`src/rtl/scb_pkg.sv`:
```
// Shared types for the serial control bus status slave.
package scb_pkg;

    // Steps of the post-address sequencer, in issue order.
    typedef enum logic [2:0] {
        SEQ_IDLE   = 3'd0,
        SEQ_STORE  = 3'd1,
        SEQ_DECODE = 3'd2,
        SEQ_LOAD   = 3'd3,
        SEQ_FINISH = 3'd4
    } seq_step_e;

endpackage

```
`src/rtl/scb_edge_sync.sv`:
```
// Two-flop synchronizer with edge detection.
// Assumes: async_in stays stable for several clk periods between changes.
module scb_edge_sync (
    input  logic clk,
    input  logic rst_n,
    input  logic async_in,
    output logic level,
    output logic rise,
    output logic fall
);

    logic meta_q;
    logic sync_q;
    logic prev_q;

    // Bring the input into the clk domain and keep one cycle of history.
    always_ff @(posedge clk) begin
        if (!rst_n) begin
            meta_q <= 1'b0;
            sync_q <= 1'b0;
            prev_q <= 1'b0;
        end else begin
            meta_q <= async_in;
            sync_q <= meta_q;
            prev_q <= sync_q;
        end
    end

    // One-cycle edge pulses from the synchronized level.
    always_comb begin
        level = sync_q;
        rise  = sync_q & ~prev_q;
        fall  = ~sync_q & prev_q;
    end

endmodule

```
`src/rtl/scb_step_seq.sv`:
```
// Post-address sequencer: once triggered it issues store, decode, load and
// finish, one per clk cycle. A new frame start returns it to idle.
// Assumes: the trigger comes at most once per frame.
module scb_step_seq
    import scb_pkg::*;
(
    input  logic      clk,
    input  logic      rst_n,
    input  logic      frame_start,
    input  logic      trigger,
    output seq_step_e step,
    output logic      store_p,
    output logic      decode_p,
    output logic      load_p
);

    seq_step_e state_q;
    seq_step_e state_d;

    // Next-step selection: a fixed chain that starts from the trigger.
    always_comb begin
        state_d = state_q;
        case (state_q)
            SEQ_IDLE:   if (trigger) state_d = SEQ_STORE;
            SEQ_STORE:  state_d = SEQ_DECODE;
            SEQ_DECODE: state_d = SEQ_LOAD;
            SEQ_LOAD:   state_d = SEQ_FINISH;
            default:    state_d = SEQ_IDLE;
        endcase
    end

    // State register; a frame start aborts any step in progress.
    always_ff @(posedge clk) begin
        if (!rst_n)           state_q <= SEQ_IDLE;
        else if (frame_start) state_q <= SEQ_IDLE;
        else                  state_q <= state_d;
    end

    // Step pulses decoded from the current state.
    always_comb begin
        step     = state_q;
        store_p  = (state_q == SEQ_STORE);
        decode_p = (state_q == SEQ_DECODE);
        load_p   = (state_q == SEQ_LOAD);
    end

endmodule

```
`src/rtl/scb_word_path.sv`:
```
// Word datapath: bit counter, one shift register shared by capture and
// reply, the address register, the status-mode flag and the listen-mode
// control latches.
// Assumes: ADDR_BITS >= 6, N_UNITS >= 2, and WORD_BITS > ADDR_BITS + N_UNITS.
module scb_word_path #(
    parameter int WORD_BITS = 56,
    parameter int ADDR_BITS = 6,
    parameter int N_UNITS   = 4,
    parameter int STAT_W    = 2 * N_UNITS + 4
) (
    input  logic                 clk,
    input  logic                 rst_n,
    input  logic                 frame_start,
    input  logic                 fall_evt,
    input  logic                 rise_evt,
    input  logic                 din,
    input  logic                 store_p,
    input  logic                 decode_p,
    input  logic                 load_p,
    input  logic [STAT_W-1:0]    stat_word,
    output logic                 six_hit,
    output logic [ADDR_BITS-1:0] addr_q,
    output logic                 stat_flag,
    output logic                 dout,
    output logic                 doe,
    output logic [N_UNITS-1:0]   ctrl_out
);

    localparam int SR_W  = (STAT_W > ADDR_BITS) ? STAT_W : ADDR_BITS;
    localparam int CNT_W = $clog2(WORD_BITS + 1);
    localparam logic [CNT_W-1:0] CNT_FULL = CNT_W'(WORD_BITS);
    localparam logic [CNT_W-1:0] IDX_ADDR = CNT_W'(ADDR_BITS - 1);
    localparam logic [CNT_W-1:0] IDX_LAST = CNT_W'(WORD_BITS - 1);

    logic [CNT_W-1:0]   cnt_q;
    logic [SR_W-1:0]    sr_q;
    logic               tx_on_q;
    logic               dout_q;
    logic [N_UNITS-2:0] pend_q;
    logic [N_UNITS-1:0] ctrl_q;
    logic               status_hit;
    logic               commit;

    // Mode decode from the stored address and the end-of-word commit.
    always_comb begin
        status_hit = addr_q[3] & addr_q[4] & addr_q[5];
        six_hit    = fall_evt && (cnt_q == IDX_ADDR);
        commit     = fall_evt && (cnt_q == IDX_LAST) && !stat_flag && !addr_q[5];
    end

    // Bit counter: counts falling bus clock edges since the strobe, then saturates.
    always_ff @(posedge clk) begin
        if (!rst_n)                           cnt_q <= '0;
        else if (frame_start)                 cnt_q <= '0;
        else if (fall_evt && cnt_q != CNT_FULL) cnt_q <= cnt_q + 1'b1;
    end

    // Shared shift register: capture, clear on status decode, load, then reply.
    always_ff @(posedge clk) begin
        if (!rst_n)                       sr_q <= '0;
        else if (frame_start)             sr_q <= '0;
        else if (decode_p && status_hit)  sr_q <= '0;
        else if (load_p && stat_flag)     sr_q <= SR_W'(stat_word);
        else if (rise_evt && tx_on_q)     sr_q <= sr_q << 1;
        else if (fall_evt && !stat_flag)  sr_q <= {sr_q[SR_W-2:0], din};
    end

    // Address store: the oldest captured bit becomes address bit 0.
    always_ff @(posedge clk) begin
        if (!rst_n) begin
            addr_q <= '0;
        end else if (store_p) begin
            for (int k = 0; k < ADDR_BITS; k++) begin
                addr_q[k] <= sr_q[ADDR_BITS-1-k];
            end
        end
    end

    // Status-mode flag: cleared by the strobe, set by the decode step.
    always_ff @(posedge clk) begin
        if (!rst_n)           stat_flag <= 1'b0;
        else if (frame_start) stat_flag <= 1'b0;
        else if (decode_p)    stat_flag <= status_hit;
    end

    // Transmit enable: on after the status load, off at the next frame.
    always_ff @(posedge clk) begin
        if (!rst_n)                   tx_on_q <= 1'b0;
        else if (frame_start)         tx_on_q <= 1'b0;
        else if (load_p && stat_flag) tx_on_q <= 1'b1;
    end

    // Serial output register: presents the next status bit on each rising bus edge.
    always_ff @(posedge clk) begin
        if (!rst_n)                   dout_q <= 1'b0;
        else if (frame_start)         dout_q <= 1'b0;
        else if (rise_evt && tx_on_q) dout_q <= sr_q[STAT_W-1];
    end

    // Pending control bits taken straight after the address field.
    for (genvar g = 0; g < N_UNITS - 1; g++) begin : g_pend
        localparam logic [CNT_W-1:0] POS = CNT_W'(ADDR_BITS + g);
        // Hold word bit ADDR_BITS+g until the end of the word.
        always_ff @(posedge clk) begin
            if (!rst_n)                        pend_q[g] <= 1'b0;
            else if (frame_start)              pend_q[g] <= 1'b0;
            else if (fall_evt && cnt_q == POS) pend_q[g] <= din;
        end
    end

    // Control latches: updated only by a listen-mode word at its last bit.
    always_ff @(posedge clk) begin
        if (!rst_n)      ctrl_q <= '0;
        else if (commit) ctrl_q <= {din, pend_q};
    end

    // Output mapping.
    always_comb begin
        dout     = dout_q;
        doe      = tx_on_q;
        ctrl_out = ctrl_q;
    end

endmodule

```
`src/rtl/scb_status_if.sv`:
```
// Serial control bus status slave, top level. It synchronizes the bus clock,
// strobe and data into the reference clock domain. It runs the
// post-address sequencer and the word datapath, and assembles the parallel
// status word.
// Assumes: every bus clock phase lasts at least 8 clk cycles.
module scb_status_if
    import scb_pkg::*;
#(
    parameter int WORD_BITS = 56,
    parameter int ADDR_BITS = 6,
    parameter int N_UNITS   = 4
) (
    input  logic               clk,
    input  logic               rst_n,
    input  logic               bus_clk,
    input  logic               bus_strobe,
    input  logic               bus_din,
    input  logic [N_UNITS-1:0] unit_local,
    input  logic [N_UNITS-1:0] unit_tone,
    input  logic               pwr_flag_a,
    input  logic               temp_flag_a,
    input  logic               pwr_flag_b,
    input  logic               temp_flag_b,
    output logic               bus_dout,
    output logic               bus_doe,
    output logic [N_UNITS-1:0] ctrl_out
);

    localparam int STAT_W = 2 * N_UNITS + 4;

    logic                 clk_lvl, clk_rise, clk_fall;
    logic                 stb_lvl, strobe_rise, stb_fall;
    logic                 din_lvl, din_rise, din_fall;
    logic                 six_hit, store_p, decode_p, load_p, stat_flag;
    logic [ADDR_BITS-1:0] addr_q;
    logic [STAT_W-1:0]    stat_word;
    seq_step_e            seq_step;

    scb_edge_sync u_sync_clk (
        .clk(clk), .rst_n(rst_n), .async_in(bus_clk),
        .level(clk_lvl), .rise(clk_rise), .fall(clk_fall)
    );

    scb_edge_sync u_sync_stb (
        .clk(clk), .rst_n(rst_n), .async_in(bus_strobe),
        .level(stb_lvl), .rise(strobe_rise), .fall(stb_fall)
    );

    scb_edge_sync u_sync_din (
        .clk(clk), .rst_n(rst_n), .async_in(bus_din),
        .level(din_lvl), .rise(din_rise), .fall(din_fall)
    );

    // Status word, MSB first: local, tone, A flags true, B flags inverted.
    always_comb begin
        stat_word = {unit_local, unit_tone, pwr_flag_a, temp_flag_a,
                     ~pwr_flag_b, ~temp_flag_b};
    end

    scb_step_seq u_seq (
        .clk(clk), .rst_n(rst_n), .frame_start(strobe_rise), .trigger(six_hit),
        .step(seq_step), .store_p(store_p), .decode_p(decode_p), .load_p(load_p)
    );

    scb_word_path #(
        .WORD_BITS(WORD_BITS), .ADDR_BITS(ADDR_BITS),
        .N_UNITS(N_UNITS), .STAT_W(STAT_W)
    ) u_path (
        .clk(clk), .rst_n(rst_n), .frame_start(strobe_rise),
        .fall_evt(clk_fall), .rise_evt(clk_rise), .din(din_lvl),
        .store_p(store_p), .decode_p(decode_p), .load_p(load_p),
        .stat_word(stat_word), .six_hit(six_hit), .addr_q(addr_q),
        .stat_flag(stat_flag), .dout(bus_dout), .doe(bus_doe),
        .ctrl_out(ctrl_out)
    );

endmodule

```
`config.mk`:
```
export PLATFORM = sky130hd
export DESIGN_NAME = scb_status_if
export DESIGN_NICKNAME = d
export VERILOG_FILES = /design/src/rtl/scb_pkg.sv /design/src/rtl/scb_edge_sync.sv /design/src/rtl/scb_step_seq.sv /design/src/rtl/scb_word_path.sv /design/src/rtl/scb_status_if.sv
export SDC_FILE = /design/constraint.sdc
export NUM_CORES = 1
export LEC_CHECK = 0
export BUFFER_PORTS_ARGS = -buffer_cell sky130_fd_sc_hd__buf_2
export CORE_MARGIN = 2
export CORE_UTILIZATION = 55
export DETAILED_ROUTE_END_ITERATION = 6
export PLACE_DENSITY = 0.85
export SYNTH_ARGS = -nofsm -noshare
export SYNTH_HDL_FRONTEND = slang
export SYNTH_HIERARCHICAL = 1
export SYNTH_SLANG_ARGS = --single-unit
```
`constraint.sdc`:
```
create_clock -name clk -period 2.85 [get_ports clk]
set_clock_uncertainty 0.15 [all_clocks]
set_input_delay 0.57 -clock clk [delete_from_list [all_inputs] [get_ports clk]]
set_output_delay 0.57 -clock clk [all_outputs]
set_load 0.1 [all_outputs]
```
# Yosys cells after proc, flatten, opt, wreduce, memory -nomap -nowiden
# Index checks and enable logic that the tools add are counted.
[totals] wordCells=64 register_bits=45 inputBits=17 output_inout_bits=6
[classes] bitwise=11 n_eq_ne=10 add_sub_neg=1 reduce_logical=18 n_mux=5
[ops] cell="two-way mux 12 bit" n=3
[ops] cell="equality test 6 x 3 -> 1 bit, second input constant" n=3
[ops] cell="logical AND 1 bit" n=12
[ops] cell="case mux 3 bit (4 select lines)" n=1
[ops] cell="adder 6 x 1 -> 6 bit, second input constant" n=1
[ops] cell="equality test 3 x 2 -> 1 bit, second input constant" n=2
[ops] cell="equality test 6 x 4 -> 1 bit, second input constant" n=1
[ops] cell="equality test 6 bit, second input constant" n=1
[ops] cell="!= test 6 bit, second input constant" n=1
[ops] cell="inverter 1 bit" n=6
[ops] cell="bitwise AND 1 bit" n=5
[ops] cell="equality test 3 x 1 -> 1 bit, second input constant" n=1
[ops] cell="zero test 3 bit" n=1
[ops] cell="two-way mux 3 bit" n=1
[ops] cell="nonzero test 3 bit" n=1
[ops] cell="OR reduction 3 bit" n=1
[ops] cell="zero test 1 bit" n=2
[ops] cell="!= test 2 bit, second input constant" n=1
[ops] cell="OR reduction 2 bit" n=1

# Logic depth before layout (Yosys ltp)
[logic_depth] ltp_word=6 mapped_depth=6

# Cells and area by module
# Netlist, hierarchy kept.
[modules_own_cells] mod="scb_word_path" seq_area_each_um2=680.7 instances=1 cells_per_inst=167 area_per_inst_um2=1634.1
[modules_own_cells] mod="scb_edge_sync" seq_area_each_um2=60.1 instances=3 cells_per_inst=8 area_per_inst_um2=91.3
[modules_own_cells] mod="scb_step_seq" seq_area_each_um2=60.1 instances=1 cells_per_inst=12 area_per_inst_um2=122.6
[modules_own_cells] mod="scb_status_if" seq_area_each_um2=0.0 instances=1 cells_per_inst=2 area_per_inst_um2=7.5

# Least setup slack after synthesis
# No wires, ideal clock.
[synth_timing] kind="flip-flop to flip-flop" startpoint="register u_path.tx_on_q (netlist: u_path/doe)" endpoint="register u_path.sr_q[0]" t_required_ps=2574 path_buffers=1 stages_incl_launch_ff=5 setup_slack_ps=938 period_less_slack_ps=1912 arrival_ps=1636 setup_time_ps=126 path_cell_list="dfxtp_1 -> a22o_1 -> or2_1 -> buf_6 -> a211oi_2"
[synth_between] elab_chain_len=3 word_cells_on_any_way=4 cone_classes="mux: 2; reduce/logical: 2"
[synth_rtl] item="from (decl)" line="scb_word_path.sv:37" source="logic tx_on_q;"
[synth_rtl] item="from (signal assigned)" line="scb_word_path.sv:88" source="if (!rst_n) tx_on_q <= 1'b0;"
[synth_rtl] item="from (signal assigned)" line="scb_word_path.sv:89" source="else if (frame_start) tx_on_q <= 1'b0;"
[synth_rtl] item="from (signal assigned)" line="scb_word_path.sv:90" source="else if (load_p && stat_flag) tx_on_q <= 1'b1;"
[synth_rtl] item="logical AND 1 bit (*)" line="scb_word_path.sv:64" source="else if (rise_evt && tx_on_q) sr_q <= sr_q << 1;"
[synth_rtl] item="two-way mux 12 bit" line="scb_word_path.sv:64"
[synth_rtl] item="two-way mux 12 bit" line="scb_word_path.sv:63" source="else if (load_p && stat_flag) sr_q <= SR_W'(stat_word);"
[synth_rtl] item="to (signal assigned)" line="scb_word_path.sv:63"
[synth_rtl] item="to (signal assigned)" line="scb_word_path.sv:64"
[synth_rtl] item="to (signal assigned)" line="scb_word_path.sv:65" source="else if (fall_evt && !stat_flag) sr_q <= {sr_q[SR_W-2:0], din};"
[synth_rtl] item="to (decl)" line="scb_word_path.sv:36" source="logic [SR_W-1:0] sr_q;"
# Every way passes the cells marked *; elsewhere a longest branch is shown, timed or not.
# A chain may end at the register's enable or synchronous reset.

# Worst setup path in the final report
[layout_timing] startpoint="register u_seq.state_q[1] (netlist: u_seq/step[1])" endpoint="register u_path.sr_q[5]"
[layout_between] elab_chain_len=3 word_cells_on_any_way=7 cone_classes="eq/ne: 2; mux: 1; reduce/logical: 4"
[layout_rtl] item="from (decl)" line="scb_step_seq.sv:17" source="seq_step_e state_q;"
[layout_rtl] item="from (signal assigned)" line="scb_step_seq.sv:36" source="else state_q <= state_d;"
[layout_rtl] item="equality test 3 x 2 -> 1 bit (*)" line="scb_step_seq.sv:44" source="load_p = (state_q == SEQ_LOAD);"
[layout_rtl] item="via load_p" line="scb_status_if.sv:34" source="logic six_hit, store_p, decode_p, load_p, stat_flag;"
[layout_rtl] item="logical AND 1 bit (*)" line="scb_word_path.sv:63"
[layout_rtl] item="nonzero test 3 bit (no source line) or two-way mux 12 bit (tied branches)"
# Mark *: on every way through the listed nets, which the timed path passes. The rest lies on a longest branch.

==> run metrics <==
Die Area 3910 um^2; Worst-Margin Slew 0.652 ns; CP startpoint u_seq/step[1]; post-synthesis cell count 191; post-route cell area 2090 um^2; outcome complete, no violations; P_sw 0.000220 W; reg2reg start u_seq/step[1]; core area 3310 um^2; Num Clock Sinks 42; Net Sw Frac 21.0%; postcts setup bufs 0; ANT nets after route 0; Register Area 841 um^2; # hold bufs at CTS 0; Via Count 1,388; Core Rows 21; max cap viols 0; vias per std cell 5.38; die height 62.5 um; Reg2Reg Setup Slack 0.77 ns; Total GRT Usage 19.3%; fmax 481 MHz; Req. time, crit path 2.91 ns; critical path type reg2reg; # nets final 233; Slew Limit Fails 0; final worst setup slack 0.770 ns; Post-Syn Nets 212; Layout area overhead 11.1%; Hold Crit Class in2reg; commonest cells after routing, fill and taps aside 42 x dfxtp_1, 22 x buf_2, 21 x nand2_1, 21 x mux2i_1, 13 x nor3_1; Multi-input gate area 966 um^2; DRC viols 0; clock root cell clkbuf_4; most common cell after layout, fill and taps aside dfxtp_1; DPL Wire Length 2.36 mm; Routed Wire Length 3.37 mm; Placer Congestion 0.873; Comb pwr share 5.3%; unrepaired setup endpoints after global routing no; Setup violations, final 0; Num CTS Buffers 5; 1st-iter DRT viols 36; starting density of the core 56.9%; Final Hold Violating Endpoints 0; Hold Path Depth 2; initial antenna violation count 0; Setup TNS 0 ns; sequential share of power 57.7%; Setup crit end kind flip-flop; hold slack 0.273 ns; placed cell area 2010 um^2; Worst EP arrival 2.14 ns; htree depth 2; PwrDens 499 nW/um^2; synthesized area 1880 um^2; io pins 23; P_leak 0.824 nW; worst slack at placement 0.766 ns; hold path startpoint bus_din; total internal power 0.000825 W; Post-CTS Resized 0; drt wl/cell 13.1 um; CTS tree built; 1st-pass router iterations 4; first-pass GRT wire length 5.98 mm; Slew headroom 56.4%; syn_area_per_cell 9.87 um^2; r2r worst-path depth 4; Final period util 73.0%; DIE WIDTH 62.5 um; end-of-flow core utilization 63.2%; n_diodes 0; Ys Warns 6; Worst-Skew Late Latency 0.35 ns; largest net degree at the start of global routing 24; VDD IR max 340 uV; Clock transition at path regs 0.11 ns; gr ovfl total 0; share of post-route cells with drive strength above 1 20.3%; fin crit period 2.08 ns; number of global-route vias before repair 1,349; Buffers on Ports 22; share of power burned in the clock network 37.1%; fillers 299; critical path fanouts, max 13; clock buffer depth 2; Startpoint Class flip-flop
per-layer routing:
metal  routed length [um]  vias to the layer above  track usage, %
li1                     -                      720               -
met1                 1630                      637            25.0
met2                 1540                       26            29.4
met3                  149                        5            6.67
met4                   53                        0            7.78
met5                    0                        -               0
layout make-up:
cell class                      count  area share (%)
Clock buffer                        6            2.45
Clock inverter                      1            1.43
Inverter                            6            1.08
Multi-Input combinational cell    133            46.1
Sequential cell                    42            40.2
Tap cell                           46            2.75
Timing Repair Buffer               24            5.98
state kept, by name (all words and copies together), names as in the netlist, 3 cells and up:
| name | cells |
|---|---|
| u_path/sr_q | 12 |
| u_path/cnt_q | 6 |
| u_seq/step | 3 |
| u_path/addr_q | 3 |
| u_path/pend_q | 3 |
| u_path/ctrl_out | 4 |
critical path, cell delays in order, from the launching register on:
cell and delay [ns]:
dfxtp_1 0.41, and3b_1 0.25, a22o_1 0.43, or2_1 0.55, a211oi_1 0.15
power by group through the flow:
stage	clock network (W)	registers [W]	logic (W)
after floorplan	0	0.000614	0.0000373
after global placement	0	0.000616	0.0000540
after detailed placement	0	0.000616	0.0000552
after CTS	0.000397	0.000603	0.0000553
after global routing	0.000427	0.000605	0.0000610
final	0.000387	0.000603	0.0000550
stage by stage:
step,instances,total power (W)
floorplan,191,0.000651
global placement,251,0.000670
detailed placement,251,0.000671
CTS,258,0.00106
global route,258,0.00109
finish,258,0.00104
path summary, 6_finish.rpt:
path                  endpoint
max             u_path/sr_q[5]
min          u_sync_din/meta_q
max reg2reg     u_path/sr_q[5]
min reg2reg   u_sync_din/level
Power figures use the tool's default switching activity.
